$ cat config.mk
export PLATFORM = sky130hd
export DESIGN_NAME = dma_half_mon
export DESIGN_NICKNAME = d
export VERILOG_FILES = /design/src/rtl/dma_half_pkg.sv /design/src/rtl/dhm_count.sv /design/src/rtl/dhm_flag.sv /design/src/rtl/dma_half_mon.sv
export SDC_FILE = /design/constraint.sdc
export NUM_CORES = 1
export LEC_CHECK = 0
export BUFFER_PORTS_ARGS = -buffer_cell sky130_fd_sc_hd__buf_2
export CORE_MARGIN = 2
export CORE_UTILIZATION = 51
export DETAILED_ROUTE_END_ITERATION = 12
export PLACE_DENSITY_LB_ADDON = 0.15
export SETUP_SLACK_MARGIN = 0.02
export SLEW_MARGIN = 20
export SYNTH_ARGS = -nofsm -noshare
export SYNTH_HDL_FRONTEND = slang
export SYNTH_SLANG_ARGS = --single-unit
$ cat constraint.sdc
create_clock -name clk -period 2.7 [get_ports clk]
set_input_delay 0.405 -clock clk [delete_from_list [all_inputs] [get_ports clk]]
set_output_delay 0.405 -clock clk [all_outputs]
set_load 0.005 [all_outputs]
$ cat src/rtl/dma_half_pkg.sv
package dma_half_pkg;

    localparam int FLAG_BIT = 0;
    localparam int IE_BIT   = 1;

    typedef struct packed {
        logic flag;
        logic ie;
        logic armed;
    } hf_state_t;

endpackage

$ cat src/rtl/dhm_count.sv
module dhm_count #(
    parameter int CNT_W = 24
) (
    input  logic             clk,
    input  logic             rst_n,
    input  logic             load_i,
    input  logic [CNT_W-1:0] load_val_i,
    input  logic             dec_i,
    input  logic             abort_i,
    output logic [CNT_W:0]   cnt_o,
    output logic             hit_o
);
    localparam logic [CNT_W:0] FULL = {1'b1, {CNT_W{1'b0}}};
    localparam logic [CNT_W:0] HALF = FULL >> 1;
    localparam logic [CNT_W:0] ONE  = {{CNT_W{1'b0}}, 1'b1};

    typedef struct packed {
        logic [CNT_W:0] cnt;
        logic [CNT_W:0] thr;
        logic           active;
    } cnt_state_t;

    cnt_state_t s_d, s_q;
    logic       take;

    always_comb begin
        s_d   = s_q;
        hit_o = 1'b0;
        take  = dec_i && s_q.active && (s_q.cnt != '0);
        if (abort_i) begin
            s_d.active = 1'b0;
        end else if (load_i) begin
            s_d.active = 1'b1;
            if (load_val_i == '0) begin
                s_d.cnt = FULL;
                s_d.thr = HALF;
            end else begin
                s_d.cnt = {1'b0, load_val_i};
                s_d.thr = {1'b0, load_val_i} >> 1;
            end
        end else if (take) begin
            s_d.cnt = s_q.cnt - ONE;
            hit_o   = ((s_q.cnt - ONE) == s_q.thr);
        end
    end

    always_ff @(posedge clk) begin
        if (!rst_n) begin
            s_q <= '0;
        end else begin
            s_q <= s_d;
        end
    end

    assign cnt_o = s_q.cnt;


    idle_hold_chk: assert property (@(posedge clk) disable iff (!rst_n)
        (!s_q.active && !load_i) |=> $stable(s_q.cnt));


    thr_hold_chk: assert property (@(posedge clk) disable iff (!rst_n)
        !load_i |=> $stable(s_q.thr));


    step_one_chk: assert property (@(posedge clk) disable iff (!rst_n)
        (dec_i && s_q.active && s_q.cnt != '0 && !load_i && !abort_i)
        |=> (s_q.cnt == $past(s_q.cnt) - ONE));


    no_rise_chk: assert property (@(posedge clk) disable iff (!rst_n)
        !load_i |=> (s_q.cnt <= $past(s_q.cnt)));

endmodule

$ cat src/rtl/dhm_flag.sv
module dhm_flag
    import dma_half_pkg::*;
(
    input  logic       clk,
    input  logic       rst_n,
    input  logic       hit_i,
    input  logic       rd_i,
    input  logic       wr_i,
    input  logic [1:0] wdata_i,
    output logic       flag_o,
    output logic       ie_o,
    output logic       irq_o
);
    hf_state_t s_d, s_q;

    always_comb begin
        s_d = s_q;
        if (wr_i) begin
            s_d.ie    = wdata_i[IE_BIT];
            s_d.armed = 1'b0;
            if (s_q.armed && !wdata_i[FLAG_BIT]) begin
                s_d.flag = 1'b0;
            end
        end else if (rd_i && s_q.flag) begin
            s_d.armed = 1'b1;
        end
        if (hit_i && s_q.ie) begin
            s_d.flag = 1'b1;
        end
    end

    always_ff @(posedge clk) begin
        if (!rst_n) begin
            s_q <= '0;
        end else begin
            s_q <= s_d;
        end
    end

    assign flag_o = s_q.flag;
    assign ie_o   = s_q.ie;
    assign irq_o  = s_q.flag & s_q.ie;


    set_cause_chk: assert property (@(posedge clk) disable iff (!rst_n)
        $rose(s_q.flag) |-> ($past(hit_i) && $past(s_q.ie)));


    clear_cause_chk: assert property (@(posedge clk) disable iff (!rst_n)
        $fell(s_q.flag) |-> ($past(wr_i) && $past(s_q.armed)));


    sticky_chk: assert property (@(posedge clk) disable iff (!rst_n)
        (s_q.flag && !wr_i) |=> s_q.flag);


    set_wins_chk: assert property (@(posedge clk) disable iff (!rst_n)
        (hit_i && s_q.ie) |=> s_q.flag);

endmodule

$ cat src/rtl/dma_half_mon.sv
module dma_half_mon #(
    parameter int CNT_W = 24
) (
    input  logic             clk,
    input  logic             rst_n,
    input  logic             load_i,
    input  logic [CNT_W-1:0] load_val_i,
    input  logic             dec_i,
    input  logic             abort_nmi_i,
    input  logic             abort_aerr_i,
    input  logic             abort_chen_i,
    input  logic             abort_mren_i,
    input  logic             reg_rd_i,
    input  logic             reg_wr_i,
    input  logic [1:0]       reg_wdata_i,
    output logic [1:0]       reg_rdata_o,
    output logic             irq_o,
    output logic [CNT_W:0]   remain_o
);
    import dma_half_pkg::*;

    logic abort_any;
    logic hit;
    logic flag;
    logic ie;

    assign abort_any = abort_nmi_i | abort_aerr_i | abort_chen_i | abort_mren_i;

    dhm_count #(.CNT_W(CNT_W)) u_count (
        .clk        (clk),
        .rst_n      (rst_n),
        .load_i     (load_i),
        .load_val_i (load_val_i),
        .dec_i      (dec_i),
        .abort_i    (abort_any),
        .cnt_o      (remain_o),
        .hit_o      (hit)
    );

    dhm_flag u_flag (
        .clk     (clk),
        .rst_n   (rst_n),
        .hit_i   (hit),
        .rd_i    (reg_rd_i),
        .wr_i    (reg_wr_i),
        .wdata_i (reg_wdata_i),
        .flag_o  (flag),
        .ie_o    (ie),
        .irq_o   (irq_o)
    );

    always_comb begin
        reg_rdata_o           = '0;
        reg_rdata_o[FLAG_BIT] = flag;
        reg_rdata_o[IE_BIT]   = ie;
    end

endmodule

After elaboration in Yosys (flattened, before gate mapping)
Cells that the tools add are included.
{"block": "classes", "add_sub_neg": 1, "n_mux": 9, "n_reduce_logical": 16, "eq_ne": 1, "n_bitwise": 6}
{"operator": "2-to-1 mux 25 bit", "count": 2}
{"operator": "2-to-1 mux 50 bit", "count": 1}
{"operator": "equality test 25 bit", "count": 1}
{"operator": "nonzero test 25 bit", "count": 1}
{"operator": "subtractor 25 x 1 -> 25 bit (second input constant)", "count": 1}
{"operator": "logical NOT 24 bit", "count": 1}
{"operator": "AND reduction 2 bit", "count": 3}
{"operator": "nonzero test 2 bit", "count": 3}
{"operator": "logical AND 1 bit", "count": 5}
{"operator": "2-to-1 mux 1 bit", "count": 5}
{"operator": "OR reduction 2 bit", "count": 2}
{"operator": "OR 1 bit", "count": 3}
{"operator": "2-to-1 mux 2 bit", "count": 1}
{"operator": "inverter 1 bit", "count": 2}
{"operator": "bitwise AND 1 bit", "count": 1}
{"operator": "logical NOT 1 bit", "count": 1}
{"block": "totals", "output_inout_bits": 28, "wordCells": 39, "ff_bits": 54, "input_bits": 36}

Longest topological paths before layout
{"block": "depth", "ltp_word": 8, "mapped_depth": 11, "mapped_depth_nobuf": 9}

Cells and area by module
From an unflattened synthesis, not the netlist that was laid out.
{"block": "unflattened", "cells_unflattened": 478, "area_unflattened_um2": 3696.0}
{"mod": "dhm_count", "instances": 1, "cells_each": 463, "seq_area_each_um2": 1001.0, "area_per_inst_um2": 3552.2}
{"mod": "dhm_flag", "instances": 1, "cells_each": 12, "seq_area_each_um2": 60.1, "area_per_inst_um2": 121.4}
{"mod": "dma_half_mon", "instances": 1, "cells_each": 3, "seq_area_each_um2": 0.0, "area_per_inst_um2": 22.5}

Worst setup path after synthesis
No wires, ideal clock.
{"block": "synth_path", "path_type": "flip-flop to flip-flop", "startpoint": "reg u_count.s_q, in the netlist u_count.cnt_o[0]", "endpoint": "reg u_flag.s_q, in the netlist u_flag.flag_o", "n_path_buf": 1, "setup_ns": 0.084, "synth_period_minus_slack_ns": 2.567, "t_arrival_ns": 2.483, "path_slack_ns": 0.133, "required_time_ns": 2.616, "stages_incl_launch_ff": 10, "cell_sequence": "dfxtp_1 -> inv_1 -> ha_1 -> buf_2 -> nor3b_1 -> nand3_1 -> or4_1 -> a32oi_1 -> nand4_1 -> o31ai_2"}
{"block": "synth_between", "elab_chain_len": 8, "elab_cells_between_ends": 12, "classes_between": "1 x add/sub; 1 x eq/ne; 4 x mux; 6 x reduce/logical"}
{"element": "from (decl)", "line_no": "dhm_count.sv:23", "rtl": "cnt_state_t s_d, s_q;"}
{"element": "from (signal assigned)", "line_no": "dhm_count.sv:49", "rtl": "s_q <= '0;"}
{"element": "from (signal assigned)", "line_no": "dhm_count.sv:51", "rtl": "s_q <= s_d;"}
{"element": "subtractor 25 x 1 -> 25 bit or nonzero test 25 bit (tied branches)", "line_no": "dhm_count.sv:43, dhm_count.sv:29"}
{"element": "equality test 25 bit or logical AND 1 bit (tied branches)", "line_no": "dhm_count.sv:43, dhm_count.sv:29"}
{"element": "2-to-1 mux 1 bit *", "line_no": "dhm_count.sv:41", "rtl": "end else if (take) begin"}
{"element": "2-to-1 mux 1 bit *", "line_no": "dhm_count.sv:32", "rtl": "end else if (load_i) begin"}
{"element": "2-to-1 mux 1 bit *", "line_no": "dhm_count.sv:30", "rtl": "if (abort_i) begin"}
{"element": "logical AND 1 bit *", "line_no": "dhm_flag.sv:27", "rtl": "if (hit_i && s_q.ie) begin"}
{"element": "nonzero test 2 bit (no source line)"}
{"element": "AND reduction 2 bit (no source line)"}
{"element": "to (signal assigned)", "line_no": "dhm_flag.sv:34", "rtl": "s_q <= '0;"}
{"element": "to (signal assigned)", "line_no": "dhm_flag.sv:36", "rtl": "s_q <= s_d;"}
{"element": "to (decl)", "line_no": "dhm_flag.sv:14", "rtl": "hf_state_t s_d, s_q;"}
Mark *: on every way between the ends. The rest lies on a longest branch, timed or not.
A chain may end at the register's enable or synchronous reset.

Worst setup path in the final report
Ends and elaborated chain as after synthesis.

==> impl_metrics.yaml <==
status:
  status: "complete, no violations"
timing:
  drv_slew: 0
  worstMarginPinSlew_ns: 0.612
  max_freq_ghz: 0.408
  period_minus_slack_ns: 2.45
  tns_ns: 0
  hold_violations: 0
  period_share_pct: 90.8
  setup_violations: 0
  worst_clock_skew_ns: 0.00722
  relSlewSlack_pct: 59.2
  rsz0062_at_grt: "no"
placement:
  io_buffers: 63
  gp_congestion: 0.873
  place_area_um2: 3750
  place.detailed.hpwl_mm: 7.25
grt:
  overflow: 0
  antenna_found_initial: 0
  grt_pass1_wl_mm: 16.1
  grt_usage_pct: 26.8
  grt_max_degree: 31
  grt_pass1_vias: 3253
synthesis:
  avgSynthCellArea_um2: 7.32
  synth.net_count: 511
  synth-seq-area-share_pct: 30.6
  yosysWarnings: 0
  synth-seq-cells: 53
  yosysUniqueCellTypes: 54
  ys_top_cells_by_area: "dfxtp_1 (31%), nand2_1 (8.6%), xnor2_1 (7.3%)"
  synth_cells: 473
  synthArstFlopShare_pct: 0
  synth_top_area_share_pct: 30.6
  synth_commonest_cells: "nand2_1 (79), dfxtp_1 (53), a21oi_1 (40), nor2_1 (39), xnor2_1 (29)"
  ys.flop_type: "dfxtp_1"
  synth-edff-count: 0
  synth_most_common_cell: "nand2_1"
  synth_area_um2: 3460
  synth_top_cell_by_area: "dfxtp_1"
clock_network:
  worstSkewPairLatency_ns: 0.31
  ctsLongestPathBuffers: 2
  cts_hold_buf: 0
  cts_tree: "yes"
  clock_sinks: 53
  root_buffer: "clkbuf_8"
  post_cts_resized: 0
  numCtsBuffers: 5
  post_cts_buffers: 0
  htreeDepth: 2
  clkTransAtPathRegs_ns: 0.10
setup_path:
  worst_path_most_repeated_cell: "or4_1"
  critPathLaunchType: "flip-flop"
  cp_data_arrival_time_ns: 2.69
  path_class: "reg2reg"
  cp_max_fo: 7
  worst_path_largest_cell_delay_ns: 0.56
  cp_cell_sequence: "or4_1 -> or4_1 -> a21oi_1 -> a31oi_1 -> nor4_2 -> nand4_1 -> o31ai_2"
  cp-end-kind: "flip-flop"
  crit_slowest_cell: "or4_1"
  required_ns: 2.94
finish:
  final_area_um2: 3880
  drive_gt1_share_pct: 20.7
  antenna_cells: 0
  fill_cells: 663
  fin_nets: 548
  area_delta_synth_final_pct: 12.1
  postLayoutCoreUtil_pct: 58.1
route:
  drt_iter0_drc: 266
  vias: 3508
  wl_per_cell_um: 16.6
  dr.pass1.iters: 5
  drc: 0
  totalWireLength_mm: 9.84
  detail_route.vias_per_cell: 5.94
  postRouteAntennaNets: 0
flow_run:
  drv_cap: 0
floorplanning:
  die-area_um2: 7470
  placementRows: 30
  core_um2: 6680
  die_height_um: 86.4
  die_w_um: 86.4
  design.portCount: 64
  initial_core_util_pct: 51.8
power_and_ir_drop:
  p_per_area_nw_per_um2: 478
  ir_drop_mv: 0.237
  p_leak_uw: 0.00157
hold_path:
  hp-class: "in2reg"
cells by family after synthesis:
kind of cell,Yosys count,share of synthesized area [%]
AOI/OAI and AO/OA,117,21.3
xor gates and xnor gates,35,8.85
adders and majority gates,2,0.722
buffers and inverters,68,11.0
DFF,53,30.6
muxes,2,0.578
and+or+nand+nor,196,26.9
sequential cells by signal, indices dropped and copies added, names as in the netlist:
name / count
u_count.cnt_o: 25
u_count.s_q: 25
u_flag.flag_o: 1
u_flag.ie_o: 1
u_flag.s_q: 1
layer usage:
layer | global-route usage, % | up-vias | share of wire, %
li1 | - | 1713 | -
met1 | 36.6 | 1640 | 44
met2 | 45.0 | 140 | 49
met3 | 3.52 | 15 | 5.1
met4 | 6.11 | 0 | 1.3
met5 | 0 | - | 0
metrics by stage:
step           std cells  power (uW)  setup WS, ns  hold slack [ns]
6_report             591        1860         0.248            0.288
2_1_floorplan        473        1090         0.133            0.448
3_3_place_gp         583        1220         0.290            0.457
4_1_cts              591        1850         0.249            0.292
5_1_grt              591        1930        0.0394            0.295
3_5_place_dp         583        1220         0.280            0.464
cell type report:
cell class	instances	area [um2]	share of cell area [%]
inverters	7	26.3	0.677
clock inverters	3	65.1	1.68
repair buffers	91	538	13.9
multi-input cells	352	2020	52.1
well taps	80	100	2.58
flip-flops and latches	53	1060	27.3
clock buffers	5	68.8	1.77
path summary, 6_finish.rpt:
| check | startpoint | endpoint | slack, ns | cells after the start |
|---|---|---|---|---|
| min | reg_wr_i | u_flag.s_q[0] | 0.29 | 2 |
| max reg2reg | u_count.cnt_o[0] | u_flag.flag_o | 0.25 | 7 |
| min reg2reg | u_count.s_q[14] | u_count.s_q[14] | 0.47 | 2 |
| max | u_count.cnt_o[0] | u_flag.flag_o | 0.25 | 7 |
worst max-delay path: cells and delay by family (launching register included):
kind | cells | cell delay (ns)
AOI/OAI and AO/OA | 3 | 0.47
DFF | 1 | 0.39
and+or+nand+nor | 4 | 1.53
report_power, final:
part,total (uW),switching (uW),internal [uW]
Combinational,402,229,173
Sequential,809,15.9,793
Clock,645,276,369
layout by cell type (no fill, tap or decap), types with 6 or more instances in the layout:
cell type,Yosys,routed
nand4_1,8,8
nor4_1,15,15
a22oi_1,11,11
buf_4,28,27
xnor2_1,29,29
xor2_1,6,6
dfxtp_1,53,53
a21oi_1,40,40
buf_2,8,63
o31ai_1,8,8
nor2_1,39,39
nor3_1,14,14
inv_1,7,7
o21ai_0,24,24
nand2_1,79,79
nand3_1,7,7
or3_1,7,7
a21boi_0,9,9
Power figures use the tool's default switching activity.
